### src/rtl/gpio_port_pkg.sv
`timescale 1ns/1ps
package gpio_port_pkg;

  localparam int BANK_SEL_W = 8;

  typedef enum logic [2:0] {
    RD_NONE,
    RD_PADIN,
    RD_DIR,
    RD_ODMODE,
    RD_ODEN
  } rdSel_e;

  // Strobes from address decode to the register datapath
  typedef struct packed {
    logic                  valueWr;
    logic                  maskWr;
    logic                  dirWr;
    logic                  odmWr;
    logic                  odeWr;
    rdSel_e                rdSel;
    logic [BANK_SEL_W-1:0] bank;
  } strobe_t;

endpackage

### src/rtl/gpio_port_ctrl.sv
`timescale 1ns/1ps
module gpio_port_ctrl
  import gpio_port_pkg::*;
#(
  parameter int ADDR_W    = 8,
  parameter int NUM_BANKS = 3,
  parameter int DATA_BASE = 0,
  parameter int DIR_BASE  = 8,
  parameter int OD_BASE   = 16
) (
  input  logic              clk,
  input  logic              rst,
  input  logic              regWe,
  input  logic [ADDR_W-1:0] regAddr,
  output strobe_t           stb
);

  localparam logic [ADDR_W:0] DATA_LO = (ADDR_W+1)'(DATA_BASE);
  localparam logic [ADDR_W:0] DATA_HI = (ADDR_W+1)'(DATA_BASE + 2*NUM_BANKS);
  localparam logic [ADDR_W:0] DIR_LO  = (ADDR_W+1)'(DIR_BASE);
  localparam logic [ADDR_W:0] DIR_HI  = (ADDR_W+1)'(DIR_BASE + NUM_BANKS);
  localparam logic [ADDR_W:0] OD_LO   = (ADDR_W+1)'(OD_BASE);
  localparam logic [ADDR_W:0] OD_HI   = (ADDR_W+1)'(OD_BASE + 2*NUM_BANKS);

  logic [ADDR_W:0] addrExt;
  logic [ADDR_W:0] offset;

  assign addrExt = {1'b0, regAddr};

  always_comb begin
    stb       = '0;
    stb.rdSel = RD_NONE;
    offset    = '0;
    if (addrExt >= DATA_LO && addrExt < DATA_HI) begin
      offset   = addrExt - DATA_LO;
      stb.bank = BANK_SEL_W'(offset >> 1);
      if (offset[0]) begin
        stb.maskWr = regWe;
      end else begin
        stb.valueWr = regWe;
        stb.rdSel   = RD_PADIN;
      end
    end else if (addrExt >= DIR_LO && addrExt < DIR_HI) begin
      offset    = addrExt - DIR_LO;
      stb.bank  = BANK_SEL_W'(offset);
      stb.dirWr = regWe;
      stb.rdSel = RD_DIR;
    end else if (addrExt >= OD_LO && addrExt < OD_HI) begin
      offset   = addrExt - OD_LO;
      stb.bank = BANK_SEL_W'(offset >> 1);
      if (offset[0]) begin
        stb.odeWr = regWe;
        stb.rdSel = RD_ODEN;
      end else begin
        stb.odmWr = regWe;
        stb.rdSel = RD_ODMODE;
      end
    end
  end

  AST_ONE_STROBE: assert property (@(posedge clk) disable iff (rst)
    $onehot0({stb.valueWr, stb.maskWr, stb.dirWr, stb.odmWr, stb.odeWr}));

  AST_NO_WE_NO_STROBE: assert property (@(posedge clk) disable iff (rst)
    !regWe |-> !(stb.valueWr || stb.maskWr || stb.dirWr || stb.odmWr || stb.odeWr));

endmodule

### src/rtl/gpio_port_datapath.sv
`timescale 1ns/1ps
module gpio_port_datapath
  import gpio_port_pkg::*;
#(
  parameter int NUM_BANKS = 3,
  parameter int BANK_W    = 8
) (
  input  logic                        clk,
  input  logic                        rst,
  input  strobe_t                     stb,
  input  logic [BANK_W-1:0]           wdata,
  input  logic [NUM_BANKS*BANK_W-1:0] padIn,
  output logic [NUM_BANKS*BANK_W-1:0] padOut,
  output logic [NUM_BANKS*BANK_W-1:0] padOe,
  output logic [BANK_W-1:0]           rdata
);

  localparam int NUM_PINS = NUM_BANKS * BANK_W;

  logic [BANK_W-1:0]   stagedQ;
  logic [BANK_W-1:0]   dataQ [NUM_BANKS];
  logic [BANK_W-1:0]   dirQ  [NUM_BANKS];
  logic [BANK_W-1:0]   odmQ  [NUM_BANKS];
  logic [BANK_W-1:0]   odeQ  [NUM_BANKS];
  logic [NUM_PINS-1:0] sync1Q;
  logic [NUM_PINS-1:0] sync2Q;

  // Register state
  always_ff @(posedge clk) begin
    if (rst) begin
      stagedQ <= '0;
      for (int b = 0; b < NUM_BANKS; b++) begin
        dataQ[b] <= '0;
        dirQ[b]  <= '0;
        odmQ[b]  <= '0;
        odeQ[b]  <= '0;
      end
    end else begin
      if (stb.valueWr) stagedQ <= wdata;
      for (int b = 0; b < NUM_BANKS; b++) begin
        if (stb.bank == BANK_SEL_W'(b)) begin
          if (stb.maskWr) dataQ[b] <= (dataQ[b] & ~wdata) | (stagedQ & wdata);
          if (stb.dirWr)  dirQ[b]  <= wdata;
          if (stb.odmWr)  odmQ[b]  <= wdata;
          if (stb.odeWr)  odeQ[b]  <= wdata;
        end
      end
    end
  end

  // Two-flop pad synchronizer
  always_ff @(posedge clk) begin
    if (rst) begin
      sync1Q <= '0;
      sync2Q <= '0;
    end else begin
      sync1Q <= padIn;
      sync2Q <= sync1Q;
    end
  end

  // Per-pin drive selection
  always_comb begin
    padOut = '0;
    padOe  = '0;
    for (int b = 0; b < NUM_BANKS; b++) begin
      for (int i = 0; i < BANK_W; i++) begin
        if (!odeQ[b][i]) begin
          padOut[b*BANK_W+i] = dataQ[b][i];
          padOe[b*BANK_W+i]  = dirQ[b][i];
        end else if (odmQ[b][i]) begin
          padOut[b*BANK_W+i] = 1'b1;
          padOe[b*BANK_W+i]  = dirQ[b][i] & dataQ[b][i];
        end else begin
          padOut[b*BANK_W+i] = 1'b0;
          padOe[b*BANK_W+i]  = dirQ[b][i] & ~dataQ[b][i];
        end
      end
    end
  end

  // Read multiplexer
  always_comb begin
    rdata = '0;
    for (int b = 0; b < NUM_BANKS; b++) begin
      if (stb.bank == BANK_SEL_W'(b)) begin
        unique case (stb.rdSel)
          RD_PADIN:  rdata = sync2Q[b*BANK_W +: BANK_W];
          RD_DIR:    rdata = dirQ[b];
          RD_ODMODE: rdata = odmQ[b];
          RD_ODEN:   rdata = odeQ[b];
          default:   rdata = '0;
        endcase
      end
    end
  end

  // Checks
  logic [1:0] settleQ;
  always_ff @(posedge clk) begin
    if (rst)                settleQ <= '0;
    else if (settleQ != 2'd2) settleQ <= settleQ + 2'd1;
  end

  AST_SYNC_TWO_STAGES: assert property (@(posedge clk) disable iff (rst)
    (settleQ == 2'd2) |-> (sync2Q == $past(padIn, 2)));

  for (genvar gb = 0; gb < NUM_BANKS; gb++) begin : gBankChk
    AST_MASKED_BITS_HOLD: assert property (@(posedge clk) disable iff (rst)
      (stb.maskWr && stb.bank == BANK_SEL_W'(gb))
      |=> (((dataQ[gb] ^ $past(dataQ[gb])) & ~$past(wdata)) == '0));

    AST_DATA_ONLY_ON_MASK: assert property (@(posedge clk) disable iff (rst)
      !(stb.maskWr && stb.bank == BANK_SEL_W'(gb)) |=> $stable(dataQ[gb]));
  end

endmodule

### src/rtl/gpio_port.sv
`timescale 1ns/1ps
module gpio_port
  import gpio_port_pkg::*;
#(
  parameter int NUM_BANKS = 3,
  parameter int BANK_W    = 8,
  parameter int ADDR_W    = 8,
  parameter int DATA_BASE = 0,
  parameter int DIR_BASE  = 8,
  parameter int OD_BASE   = 16,
  localparam int NUM_PINS = NUM_BANKS * BANK_W
) (
  input  logic                clk,
  input  logic                rst,
  input  logic                regWe,
  input  logic [ADDR_W-1:0]   regAddr,
  input  logic [BANK_W-1:0]   regWdata,
  output logic [BANK_W-1:0]   regRdata,
  input  logic [NUM_PINS-1:0] padIn,
  output logic [NUM_PINS-1:0] padOut,
  output logic [NUM_PINS-1:0] padOe
);

  strobe_t stb;

  gpio_port_ctrl #(
    .ADDR_W(ADDR_W), .NUM_BANKS(NUM_BANKS),
    .DATA_BASE(DATA_BASE), .DIR_BASE(DIR_BASE), .OD_BASE(OD_BASE)
  ) uCtrl (
    .clk(clk), .rst(rst), .regWe(regWe), .regAddr(regAddr), .stb(stb)
  );

  gpio_port_datapath #(
    .NUM_BANKS(NUM_BANKS), .BANK_W(BANK_W)
  ) uData (
    .clk(clk), .rst(rst), .stb(stb), .wdata(regWdata),
    .padIn(padIn), .padOut(padOut), .padOe(padOe), .rdata(regRdata)
  );

endmodule

### config.mk
export PLATFORM = sky130hd
export DESIGN_NAME = gpio_port
export DESIGN_NICKNAME = d
export VERILOG_FILES = /design/src/rtl/gpio_port_pkg.sv /design/src/rtl/gpio_port_ctrl.sv /design/src/rtl/gpio_port_datapath.sv /design/src/rtl/gpio_port.sv
export SDC_FILE = /design/constraint.sdc
export NUM_CORES = 1
export LEC_CHECK = 0
export BUFFER_PORTS_ARGS = -buffer_cell sky130_fd_sc_hd__buf_2
export CORE_MARGIN = 2
export CORE_UTILIZATION = 62
export CTS_CLUSTER_DIAMETER = 200
export CTS_CLUSTER_SIZE = 12
export DETAILED_ROUTE_END_ITERATION = 8
export PLACE_DENSITY_LB_ADDON = 0.3
export SLEW_MARGIN = 20
export SYNTH_ARGS = -nofsm -noshare
export SYNTH_HDL_FRONTEND = slang
export SYNTH_SLANG_ARGS = --single-unit
### constraint.sdc
create_clock -name clk -period 7.45 [get_ports clk]
set_clock_uncertainty 0.1 [all_clocks]
set_input_delay 1.49 -clock clk [delete_from_list [all_inputs] [get_ports clk]]
set_output_delay 1.49 -clock clk [all_outputs]
set_load 0.05 [all_outputs]
# Yosys cells after proc, flatten, opt, wreduce, memory -nomap -nowiden
# Memories as Yosys holds them, arrays and structs flattened.
# Cells that the tools add are included.
# Widths: inputs -> output; s select.
[totals]
in_bits = 43
mem_count = 4
word_cells = 286
ff_bits = 56
out_inout_bits = 56
ramBits = 96
[classes]
add_sub_neg = 2
eq_ne = 6
bitwise = 92
reduce_logical = 4
n_mux = 169
order_cmp = 6
[memory_table]
columns = ["memory", "words", "width", "read_ports", "rd_ports_with_merged_regs", "wr", "line", "rtl"]
rows = [
  ["uData.dataQ", 3, 8, 3, 0, 3, "gpio_port_datapath.sv:21", "logic [BANK_W-1:0] dataQ [NUM_BANKS];"],
  ["uData.dirQ", 3, 8, 3, 0, 3, "gpio_port_datapath.sv:22", "logic [BANK_W-1:0] dirQ [NUM_BANKS];"],
  ["uData.odeQ", 3, 8, 3, 0, 3, "gpio_port_datapath.sv:24", "logic [BANK_W-1:0] odeQ [NUM_BANKS];"],
  ["uData.odmQ", 3, 8, 3, 0, 3, "gpio_port_datapath.sv:23", "logic [BANK_W-1:0] odmQ [NUM_BANKS];"],
]
[op_table]
columns = ["operator", "count"]
rows = [
  ["$mux 1", 144],
  ["$mux 8", 15],
  ["$pmux 8 s4", 3],
  ["$and 1x1->1", 48],
  ["$and 8x8->8", 4],
  ["$not 1->1", 24],
  ["$or 8x8->8", 3],
  ["$mux 11", 2],
  ["$mux 13", 1],
  ["$or 1x1->1", 12],
  ["$sub 8x5->9 const B", 1],
  ["$eq 8x1->1 const B", 1],
  ["$eq 8x2->1 const B", 1],
  ["$ge 8x1->1 const B", 1],
  ["$ge 8x4->1 const B", 1],
  ["$ge 8x5->1 const B", 1],
  ["$logic_not 8->1", 1],
  ["$lt 8x3->1 const B", 1],
  ["$lt 8x4->1 const B", 1],
  ["$lt 8x5->1 const B", 1],
  ["$not 8->8", 1],
  ["$sub 8x4->8 const B", 1],
  ["$eq 3x2->1 const B", 2],
  ["$mux 3", 2],
  ["4 further kinds", 7],
]

# Logic depth before layout (Yosys ltp)
# Gate-level depths: netlist (run 1).
[logic_depth]
word_depth = 10
depth_mapped = 11
ltp_nobuf = 9

# Hierarchy
# A second synthesis (run 1) with hierarchy kept.
[unflattened]
hier_cells = 594
hier_area_um2 = 7155.6
[by_module_without_submodules]
columns = ["mod", "cells_per_inst", "area_each_um2", "seq_area_each_um2", "instances"]
rows = [
  ["gpio_port_datapath", 529, 6661.4, 4003.8, 1],
  ["gpio_port_ctrl", 65, 494.2, 0.0, 1],
]

# Worst setup path before layout (run 1)
# No wires, ideal clock.
[synth_path]
path_kind = "input-to-output"
startpoint = "in regAddr[4]"
endpoint = "out regRdata[0]"
path_slack_ns = 1.170
arrival_time_ns = 4.690
path_stages = 10
required_ns = 5.860
cell_sequence = "inv_1 -> ha_1 -> nor3b_2 -> a21bo_2 -> and3_1 -> buf_6 -> or4b_4 -> a21oi_4 -> o31ai_1 -> a221oi_1"
[synth_via]
elab_chain_len = 10
elab_cells_between_ends = 27
[synth_lines]
columns = ["element", "line", "rtl"]
rows = [
  ["start, declared", "gpio_port.sv:16", "input logic [ADDR_W-1:0] regAddr,"],
  ["$ge 8x5->1 or $lt 8x5->1 (tied branches)", "gpio_port_ctrl.sv:48", "end else if (addrExt >= OD_LO && addrExt < OD_HI) begin"],
  ["$logic_and 1x1->1", "gpio_port_ctrl.sv:48", ""],
  ["$mux 13", "gpio_port_ctrl.sv:48", ""],
  ["$mux 11", "gpio_port_ctrl.sv:43", "end else if (addrExt >= DIR_LO && addrExt < DIR_HI) begin"],
  ["$mux 11 *", "gpio_port_ctrl.sv:34", "if (addrExt >= DATA_LO && addrExt < DATA_HI) begin"],
  ["$eq 3x3->1, or another cell as far along", "gpio_port_datapath.sv:87", "unique case (stb.rdSel)"],
  ["$pmux 8 s4", "gpio_port_datapath.sv:87", ""],
  ["$mux 8 (2 in a row)", "gpio_port_datapath.sv:86", "if (stb.bank == BANK_SEL_W'(b)) begin"],
  ["$mux 8 *", "gpio_port_datapath.sv:86", ""],
  ["end, declared", "gpio_port.sv:18", "output logic [BANK_W-1:0] regRdata,"],
]
# Mark *: on every way between the ends. The rest lies on a longest branch, timed or not.

# Final worst setup path (run 1)
[layout_path]
startpoint = "in regAddr[4]"
endpoint = "out regRdata[1]"
# The elaborated chain is that of the path after synthesis.

==> flow_summary.yaml, run 1 <==
cells_and_area:
  multiInputGateArea_um2: 2930
  post-route-util: 0.728
  finalNetCount: 728
  ff_latch_area_um2: 4000
  final_layout_size_suffix_gt1_frac: 0.265
  antennaDiodeCount: 0
  final_layout_fill_cell_count: 772
  syn2layout_area_growth_pct: 15.7
place:
  place_ws_ns: 1.02
  portBuffers: 98
  place_congestion: 0.963
  place.detailed.hpwl_um: 12900
global_routing:
  grt_pass1_wl_um: 28900
  grt_start_max_net_pins: 79
  globalRoute.totalOverflow: 0
  global_route.usage.total: 0.312
  grt_antenna_before_repair: 0
  grt_pass1_vias: 5154
setup_path:
  critical_path.cell_chain: "buf_2 > inv_1 > ha_1 > nor3b_2 > a21bo_2 > and3_1 > or4b_4 > a21oi_4 > o31ai_1 > a221oi_1 > buf_2"
  critical_path.endpoint_type: "primary output"
  path_class: "primary input to primary output"
  critical_path_peak_fanout: 11
  timing.critical_path.from_type: "primary input"
  critical-path-max-stage-delay_ns: 0.54
  critPathArrivalTime_ns: 4.96
  timing.critical_path.mode_cell: "sky130_fd_sc_hd__buf_2"
  worstPathBufferInverterCount: 3
  worst_path_max_delay_cell: "sky130_fd_sc_hd__nor3b_2"
  worst_ep_required_time_ns: 5.86
  critPathTopFamily: "simple AND/OR/NAND/NOR gates"
synth:
  ys_seq_area_frac: 0.564
  synthDominantAreaCellType: "sky130_fd_sc_hd__edfxtp_1"
  synth_nets: 638
  synth_seq_cells: 152
  post_synth.cell_area_avg_um2: 12.0
  synth-async-reset-ratio: 0
  synth.yosys.warnings: 0
  post_synth_num_cell_types: 55
  synth_top_flop_cell: "sky130_fd_sc_hd__edfxtp_1"
  synth.area.top_cells: "sky130_fd_sc_hd__edfxtp_1 (41%), sky130_fd_sc_hd__dfxtp_1 (16%), sky130_fd_sc_hd__nor2b_1 (4.2%), sky130_fd_sc_hd__a22o_1 (3.9%), sky130_fd_sc_hd__mux2_2 (3.8%)"
  synth_area_um2: 7100
  synth.top_cell.area_share: 0.406
  synth-edff-count: 96
  synthCells: 589
floorplan:
  start_util: 0.630
  rows: 39
  io_pins: 99
  dieWidth_um: 111
  core-area_um2: 11300
  die_area_um2: 12300
  fp.dieH_um: 111
clocking:
  clock_tree.buffer_depth: 2
  cts_root_buf: "sky130_fd_sc_hd__clkbuf_16"
  clk_latency_ns: 0.43
  cts-resized-gates: 0
  cts_tree: "yes"
  ctsHtreeMaxLevel: 4
  clkSinkCount: 152
  clkTransAtPathRegs_ns: 0.06
  cts_hold_buffers: 0
  tritoncts.num_buffers: 17
  cts.repair_timing.setup_buffer_count: 0
routing:
  routed_wl_um: 19100
  drt_first_iter_violations: 728
  detail_route.drc_violations: 0
  ant_nets: 0
  avgViaCountPerCell: 6.48
  detailed_route_via_count: 5404
  avgRoutedWirePerCell_um: 22.9
  drtPass1Iterations: 6
sta:
  report.final.hold_viol_count: 0
  achievable-frequency_mhz: 153
  slew_violations: 0
  final-setup-viol-count: 0
  worst_slew_pin_slew_ns: 1.10
  max_slew_margin: 0.267
  rsz0062_at_grt: "false"
  worst_slack_ns: 0.896
  final_cycle_share: 0.880
  final_period_minus_worst_setup_slack_ns: 6.55
  fin_tns_setup_ns: 0
run_status:
  run_status: "completed"
power:
  peakVddDrop_mv: 0.156
  power.static_leakage_nw: 3.15
  power.density_cell_area_nw_per_um2: 241
  total_power_w: 0.00197
hold_path:
  hold_path.class: "register to register"
run:
  max-cap-violations: 0
==> final timing paths <==
kind	start	slack, ns	end	cells past startpoint
max reg2reg	uData.dataQ[0][19]$_SDFFCE_PN0P_	6.40	uData.dataQ[0][19]$_SDFFCE_PN0P_	2
min reg2reg	uData.sync1Q[15]$_SDFF_PP0_	0.34	uData.sync2Q[15]$_SDFF_PP0_	1
max	regAddr[4]	0.90	regRdata[1]	11
min	uData.sync1Q[15]$_SDFF_PP0_	0.34	uData.sync2Q[15]$_SDFF_PP0_	1
==> sequential cells by signal, summed over array words and instances, names as in the netlist <==
| signal | flops |
|---|---|
| uData.odeQ | 24 |
| uData.dirQ | 24 |
| uData.odmQ | 24 |
| uData.stagedQ | 8 |
| uData.sync2Q | 24 |
| uData.dataQ | 24 |
| uData.sync1Q | 24 |
==> metal layers <==
metal / vias to the layer above / share of wire / track usage
li1: 2392 / - / -
met4: 0 / 0.041 / 0.166
met1: 2550 / 0.38 / 0.410
met2: 394 / 0.46 / 0.466
met5: - / 0 / 0.0125
met3: 68 / 0.12 / 0.0951
==> cell usage in the layout (no fill, tap or decap), types with 5 or more instances in the layout <==
cell,instances
sky130_fd_sc_hd__a21boi_0,25
sky130_fd_sc_hd__nor3_2,12
sky130_fd_sc_hd__nor2b_1,48
sky130_fd_sc_hd__nor2_1,26
sky130_fd_sc_hd__nand2_1,27
sky130_fd_sc_hd__inv_6,5
sky130_fd_sc_hd__dfxtp_1,56
sky130_fd_sc_hd__a21o_1,10
sky130_fd_sc_hd__edfxtp_1,96
sky130_fd_sc_hd__o31ai_1,8
sky130_fd_sc_hd__a22o_1,32
sky130_fd_sc_hd__and2_1,10
sky130_fd_sc_hd__a221oi_1,16
sky130_fd_sc_hd__a221o_1,8
sky130_fd_sc_hd__ha_1,6
sky130_fd_sc_hd__mux2i_1,13
sky130_fd_sc_hd__nand2b_1,21
sky130_fd_sc_hd__buf_2,98
sky130_fd_sc_hd__inv_1,5
sky130_fd_sc_hd__nor3_1,6
sky130_fd_sc_hd__clkbuf_16,17
sky130_fd_sc_hd__nand3_1,12
sky130_fd_sc_hd__xor2_1,24
sky130_fd_sc_hd__a21oi_1,25
sky130_fd_sc_hd__mux2_2,24
sky130_fd_sc_hd__o21ai_0,6
sky130_fd_sc_hd__buf_4,5
==> power by group <==
part	leakage [nW]	switching (W)	internal [W]
combinational	1.48	0.000156	0.0000639
sequential	1.39	0.0000308	0.000933
clock	0.276	0.000350	0.000441
==> cells in the mapped netlist (2+ instances only) <==
cell                        n
sky130_fd_sc_hd__clkbuf_1  20
sky130_fd_sc_hd__a21oi_1   25
sky130_fd_sc_hd__mux2_2    24
sky130_fd_sc_hd__nand3_1   12
sky130_fd_sc_hd__or3_1      3
sky130_fd_sc_hd__o31ai_1    8
sky130_fd_sc_hd__nand2_1   27
sky130_fd_sc_hd__o221ai_1   2
sky130_fd_sc_hd__and3_1     2
sky130_fd_sc_hd__inv_1      5
sky130_fd_sc_hd__xnor2_1    2
sky130_fd_sc_hd__nor3_2    12
sky130_fd_sc_hd__o31a_1     2
sky130_fd_sc_hd__a211oi_1   3
sky130_fd_sc_hd__ha_1       6
sky130_fd_sc_hd__a22o_1    32
sky130_fd_sc_hd__a221o_1    8
sky130_fd_sc_hd__and2_1    10
sky130_fd_sc_hd__xor2_1    24
sky130_fd_sc_hd__edfxtp_1  96
sky130_fd_sc_hd__a221oi_1  16
sky130_fd_sc_hd__nor2_1    27
sky130_fd_sc_hd__o211ai_1   3
sky130_fd_sc_hd__nand2b_1  21
sky130_fd_sc_hd__nand3_2    2
sky130_fd_sc_hd__a21boi_0  25
sky130_fd_sc_hd__dfxtp_1   56
sky130_fd_sc_hd__a21o_1    10
sky130_fd_sc_hd__nor3_1     6
sky130_fd_sc_hd__o21ai_0    6
sky130_fd_sc_hd__mux2i_1   13
sky130_fd_sc_hd__buf_2      5
sky130_fd_sc_hd__o21bai_1   3
sky130_fd_sc_hd__nor2b_1   48
sky130_fd_sc_hd__clkbuf_2   4
sky130_fd_sc_hd__buf_4      2
==> per-stage QoR <==
stage / area (um2) / hold WS (ns) / instances
floorplan: 7100 / 0.314 / 589
global placement: 7660 / 0.322 / 803
detailed placement: 7660 / 0.320 / 803
CTS: 8210 / 0.335 / 834
global route: 8210 / 0.347 / 834
finish: 8210 / 0.336 / 834
==> final cells by class <==
type / instances / area share
clock buffer: 18 / 0.0535
sequential: 152 / 0.488
clock inverter: 13 / 0.0134
multi-input combinational: 400 / 0.357
timing repair buffer: 103 / 0.0643
tap: 143 / 0.0218
inverter: 5 / 0.00229
==> worst reg2reg max path, delay by kind of cell (launching register included) <==
| kind | cells | cell delay, ns |
|---|---|---|
| mux | 1 | 0.17 |
| flops | 1 | 0.46 |
| simple gates | 1 | 0.06 |
==> cells by family after synthesis <==
group / after synthesis / synth area share
AO/OA/AOI/OAI: 154 / 0.169
XOR/XNOR: 26 / 0.0321
adder cells (fa/ha/maj): 6 / 0.0106
buffers and inverters: 37 / 0.0233
flip-flops: 152 / 0.564
multiplexers: 37 / 0.0564
AND/OR/NAND/NOR: 177 / 0.144
(Power assumes the default switching activity.)
==> inputs of run 2 (changes only) <==
--- a/config.mk
+++ b/config.mk
@@ -9,4 +9,5 @@
 export CORE_MARGIN = 2
 export CORE_UTILIZATION = 62
+export CTS_BUF_LIST = sky130_fd_sc_hd__clkbuf_8 sky130_fd_sc_hd__clkbuf_16
 export CTS_CLUSTER_DIAMETER = 200
 export CTS_CLUSTER_SIZE = 12
==> constraint.sdc (replaced) <==
create_clock -name clk -period 7.45 [get_ports clk]
set_clock_uncertainty 0.1 [all_clocks]
set_input_delay 1.1175 -clock clk [delete_from_list [all_inputs] [get_ports clk]]
set_output_delay 1.1175 -clock clk [all_outputs]
set_load 0.05 [all_outputs]
==> flow_summary.yaml, run 2 (same netlist as run 1, synthesis figures left out) <==
run_status:
  run_status: "completed"
routing:
  avgRoutedWirePerCell_um: 23.3
  drtPass1Iterations: 5
  ant_nets: 0
  detail_route.drc_violations: 0
  drt_first_iter_violations: 648
  detailed_route_via_count: 5361
  routed_wl_um: 19400
  avgViaCountPerCell: 6.44
clocking:
  cts-resized-gates: 0
  clock_tree.buffer_depth: 2
  cts_hold_buffers: 0
  clkSinkCount: 152
  clk_latency_ns: 0.42
  cts_root_buf: "sky130_fd_sc_hd__clkbuf_16"
  cts_tree: "yes"
  cts.repair_timing.setup_buffer_count: 0
  ctsHtreeMaxLevel: 4
  tritoncts.num_buffers: 17
  clkTransAtPathRegs_ns: 0.06
sta:
  rsz0062_at_grt: "false"
  final_cycle_share: 0.843
  worst_slew_pin_slew_ns: 1.15
  report.final.hold_viol_count: 0
  achievable-frequency_mhz: 159
  final_period_minus_worst_setup_slack_ns: 6.28
  max_slew_margin: 0.233
  slew_violations: 0
  worst_slack_ns: 1.17
  fin_tns_setup_ns: 0
  final-setup-viol-count: 0
  holdWs_ns: 0.334
run:
  max-cap-violations: 0
floorplan:
  fp.dieH_um: 111
  io_pins: 99
  core-area_um2: 11300
  start_util: 0.630
  die_area_um2: 12300
  rows: 39
  dieWidth_um: 111
power:
  p_seq_frac: 0.480
  pwr-share-clk: 0.410
  power.static_leakage_nw: 3.14
  switching_share: 0.273
  p_int_w: 0.00146
  switching_pwr_w: 0.000547
  power.density_cell_area_nw_per_um2: 244
  gate_power_share: 0.110
  peakVddDrop_mv: 0.199
place:
  place.detailed.hpwl_um: 13000
  place_congestion: 0.968
  place_ws_ns: 1.33
  portBuffers: 98
setup_path:
  path_class: "primary input to primary output"
  worst_ep_required_time_ns: 6.23
  critPathArrivalTime_ns: 5.06
  critical_path.endpoint_type: "primary output"
  worst_path_max_delay_cell: "sky130_fd_sc_hd__and3_1"
  critPathLaunch: "regAddr[4]"
  critical-path-max-stage-delay_ns: 0.95
  critical_path_peak_fanout: 28
  rr_startpoint: "uData.dataQ[0][0]$_SDFFCE_PN0P_"
  critPathTopFamily: "simple AND/OR/NAND/NOR gates"
  timing.critical_path.from_type: "primary input"
  critical_path.cell_chain: "buf_2 > inv_1 > ha_1 > nand2_1 > o32ai_2 > and3_1 > a211oi_1 > nor2_1 > nand2_1 > a221oi_1 > buf_2"
  worstPathBufferInverterCount: 3
global_routing:
  global_route.usage.total: 0.323
  grt_antenna_before_repair: 0
  grt_util_met3: 0.0842
  grt_start_max_net_pins: 79
  global_route_track_usage_on_met1: 0.430
  grt_pass1_wl_um: 29600
  globalRoute.totalOverflow: 0
  groute.layer.met2.usage: 0.501
  grt_pass1_vias: 5207
  grt.busiest_layer: "met2"
cells_and_area:
  ff_latch_area_um2: 4000
  post-route-util: 0.729
  multiInputGateArea_um2: 2940
  layout.cells.most_common: "sky130_fd_sc_hd__buf_2"
  final_layout_size_suffix_gt1_frac: 0.263
  layout.cells.most_common_list: "sky130_fd_sc_hd__buf_2 (98), sky130_fd_sc_hd__edfxtp_1 (96), sky130_fd_sc_hd__dfxtp_1 (56)"
  antennaDiodeCount: 0
  syn2layout_area_growth_pct: 15.8
  final_layout_fill_cell_count: 771
  finalNetCount: 725
hold_path:
  source_of_the_worst_hold_timing_path: "uData.sync1Q[6]$_SDFF_PP0_"
  hold_path.class: "register to register"
-- run 2: layout make-up --
cell class              count  area share
well taps                 143      0.0218
multi-input cells         400       0.358
inverters                   5     0.00228
flip-flops and latches    152       0.487
repair buffers            100      0.0615
clock inverters            13      0.0128
clock buffers              19      0.0565
-- run 2: final timing paths --
kind	to	slack [ns]	depth (start not counted)
worst min-delay path	uData.sync2Q[6]$_SDFF_PP0_	0.33	1
worst max-delay path	regRdata[1]	1.17	11
worst max register to register	uData.dataQ[0][0]$_SDFFCE_PN0P_	6.40	2
worst min register to register	uData.sync2Q[6]$_SDFF_PP0_	0.33	1
-- run 2: metrics by stage --
stage	power (W)	area [um2]	instances
CTS	0.00201	8220	832
global placement	0.00119	7650	800
finish	0.00201	8220	832
global route	0.00206	8220	832
detailed placement	0.00120	7650	800
floorplan	0.00112	7100	589
-- run 2: routing by layer --
metal,vias to the layer above,wire [um]
met3,64,2110
met5,-,0
met1,2529,7520
met4,0,726
met2,387,9050
li1,2381,-
-- run 2: power by group through the flow --
stage          logic [W]  clock network, W  registers (W)
2_1_floorplan   0.000159                 0       0.000966
3_3_place_gp    0.000215                 0       0.000978
3_5_place_dp    0.000217                 0       0.000979
4_1_cts         0.000218          0.000826       0.000962
5_1_grt         0.000231          0.000860       0.000966
6_report        0.000220          0.000823       0.000964
==> inputs of run 3 (changes only) <==
Settings changed: ABC_AREA set to 1, CORE_UTILIZATION 62 to 58.
Clock period 7.45 ns to 6.25 ns, I/O delays scaled along.
==> flow_summary.yaml, run 3 <==
run_status:
  run_status: "completed"
sta:
  final_cycle_share: 0.751
  achievable-frequency_mhz: 213
  worst_slew_pin_slew_ns: 1.04
  report.final.hold_viol_count: 0
  fin_tns_setup_ns: 0
  final-setup-viol-count: 0
  rsz0062_at_grt: "false"
  slew_violations: 0
  max_slew_margin: 0.308
  final_period_minus_worst_setup_slack_ns: 4.69
floorplan:
  io_pins: 99
  start_util: 0.595
  core-area_um2: 12600
  die_area_um2: 13900
  fp.dieH_um: 118
  rows: 41
  dieWidth_um: 118
setup_path:
  critical_path.cell_chain: "buf_2 > inv_1 > ha_1 > nand2_2 > nor2_4 > a21oi_4 > nand3_2 > nand2_1 > inv_1 > nor2_1 > nor2_2 > nand3_1 > nand3_1 > buf_2"
  worst_ep_required_time_ns: 5.21
  critical-path-max-stage-delay_ns: 0.70
  path_class: "primary input to primary output"
  critical_path_peak_fanout: 22
  worst_path_max_delay_cell: "sky130_fd_sc_hd__nor2_2"
  timing.critical_path.from_type: "primary input"
  critPathArrivalTime_ns: 3.65
  critical_path.endpoint_type: "primary output"
synth:
  synthCells: 840
  synth_area_um2: 7510
  synth_nets: 889
  synth-xor-area-share: 0.00117
  post_synth.cell_area_avg_um2: 8.95
  synth-edff-count: 96
  synth.yosys.warnings: 0
  synth.top_cell.area_share: 0.384
  synth_adder_area_share: 0.00999
  dominant_combinational_cell_family_by_area_after_synthesis: "simple AND/OR/NAND/NOR gates"
  synthDominantAreaCellType: "sky130_fd_sc_hd__edfxtp_1"
  synth_simple_gate_area_share: 0.241
  ys_seq_area_frac: 0.533
  synth.area.top_cells: "sky130_fd_sc_hd__edfxtp_1 (38%), sky130_fd_sc_hd__dfxtp_1 (15%), sky130_fd_sc_hd__inv_1 (7.0%), sky130_fd_sc_hd__nand2_1 (6.6%), sky130_fd_sc_hd__nand3_1 (5.0%)"
  muxShareOfSynthArea: 0.0360
  post-synth-top-count-cell: "sky130_fd_sc_hd__inv_1"
  synth_top_flop_cell: "sky130_fd_sc_hd__edfxtp_1"
  synth-async-reset-ratio: 0
  synth.top_cells.by_count: "sky130_fd_sc_hd__inv_1 (141), sky130_fd_sc_hd__nand2_1 (132), sky130_fd_sc_hd__edfxtp_1 (96)"
  synth_seq_cells: 152
  post_synth_num_cell_types: 35
  share_of_the_synthesized_area_in_compound_gates_ao_oa_aoi_oai: 0.0879
power:
  power.density_cell_area_nw_per_um2: 276
  peakVddDrop_mv: 0.250
  power.static_leakage_nw: 3.93
cells_and_area:
  final_layout_fill_cell_count: 1035
  syn2layout_area_growth_pct: 15.4
  finalNetCount: 984
  multiInputGateArea_um2: 2830
  antennaDiodeCount: 0
  final_layout_size_suffix_gt1_frac: 0.221
  layout.cell_area.non_filler_um2: 8670
  post-route-util: 0.687
  layout.cells.most_common_list: "sky130_fd_sc_hd__inv_1 (142), sky130_fd_sc_hd__nand2_1 (132), sky130_fd_sc_hd__buf_2 (98)"
  ff_latch_area_um2: 4000
  layout.cells.most_common: "sky130_fd_sc_hd__inv_1"
global_routing:
  grt_start_max_net_pins: 58
  grt_util_met3: 0.0678
  grt_pass1_wl_um: 29900
  grt_pass1_vias: 5715
  global_route_track_usage_on_met1: 0.398
  global_route.usage.total: 0.279
  grt.busiest_layer: "met2"
  grt_antenna_before_repair: 0
  globalRoute.totalOverflow: 0
  groute.layer.met2.usage: 0.411
hold_path:
  hold_path.class: "register to register"
routing:
  avgViaCountPerCell: 5.45
  detailed_route_via_count: 6093
  drt_first_iter_violations: 556
  avgRoutedWirePerCell_um: 16.9
  drtPass1Iterations: 5
  detail_route.drc_violations: 0
  routed_wl_um: 18900
  ant_nets: 0
place:
  place_congestion: 0.938
  placed_cell_area_um2: 8110
  portBuffers: 98
  place.detailed.hpwl_um: 13800
clocking:
  clock_tree.buffer_depth: 2
  cts_root_buf: "sky130_fd_sc_hd__clkbuf_16"
  clk_latency_ns: 0.43
  cts.repair_timing.setup_buffer_count: 0
  clkTransAtPathRegs_ns: 0.06
  ctsHtreeMaxLevel: 4
  tritoncts.num_buffers: 17
  cts_tree: "yes"
  cts_hold_buffers: 0
  clkSinkCount: 152
  cts-resized-gates: 0
run:
  max-cap-violations: 0
## run 3: cell types whose count changed after synthesis, sizes merged, moves of 16 or more
cell,previous run,this run
nand2,28,143
nand2b,21,0
a221oi,16,0
a21boi,26,0
nor3,18,51
a22oi,0,18
xor2,24,0
nand3,14,80
inv,5,145
o21ai,6,59
nor2b,48,0
a22o,32,0
nor2,27,90
## run 3: worst max-delay path: cells and delay by family
kind | cells | cell delay, ns
adder cells (fa/ha/maj) | 1 | 0.23
AND/OR/NAND/NOR | 8 | 1.73
buffers and inverters | 4 | 0.66
AO/OA/AOI/OAI | 1 | 0.09
## run 3: through the flow
step | hold WS (ns) | worst slack, ns | instances | total power [W]
2_1_floorplan | 0.288 | 2.33 | 840 | 0.00135
3_3_place_gp | 0.298 | 1.71 | 1088 | 0.00143
3_5_place_dp | 0.293 | 1.61 | 1088 | 0.00144
4_1_cts | 0.310 | 1.61 | 1119 | 0.00240
5_1_grt | 0.326 | 1.32 | 1119 | 0.00246
6_report | 0.306 | 1.56 | 1119 | 0.00239
## run 3: path summary, 6_finish.rpt
| kind | endpoint | start | depth (start not counted) | slack, ns |
|---|---|---|---|---|
| max | regRdata[2] | regAddr[4] | 14 | 1.56 |
| max reg2reg | uData.dataQ[0][15]$_SDFFCE_PN0P_ | uData.dataQ[0][15]$_SDFFCE_PN0P_ | 2 | 5.11 |
| min reg2reg | uData.sync2Q[13]$_SDFF_PP0_ | uData.sync1Q[13]$_SDFF_PP0_ | 2 | 0.31 |
| min | uData.sync2Q[13]$_SDFF_PP0_ | uData.sync1Q[13]$_SDFF_PP0_ | 2 | 0.31 |
## run 3: area by class of cell
type,count,area share
Sequential cell,152,0.462
Multi-Input combinational cell,516,0.326
Inverter,147,0.0637
Timing Repair Buffer,101,0.0592
Clock buffer,17,0.0491
Tap cell,172,0.0248
Clock inverter,14,0.0153
## run 3: power breakdown
| part | internal [W] | switching [W] |
|---|---|---|
| sequential | 0.00111 | 0.0000373 |
| combinational | 0.0000681 | 0.000202 |
| clock | 0.000579 | 0.000396 |
## run 3: logic make-up after synthesis
kind of cell,after synthesis
DFF,152
buffers and inverters,172
xor gates and xnor gates,1
AOI/OAI and AO/OA,113
and+or+nand+nor,372
muxes,24
adders and majority gates,6
## run 3: per-layer routing
layer / routed length [um] / vias to the layer above
met3: 1660 / 44
met2: 8460 / 299
met4: 527 / 0
li1: - / 2977
met5: 0 / -
met1: 8280 / 2773
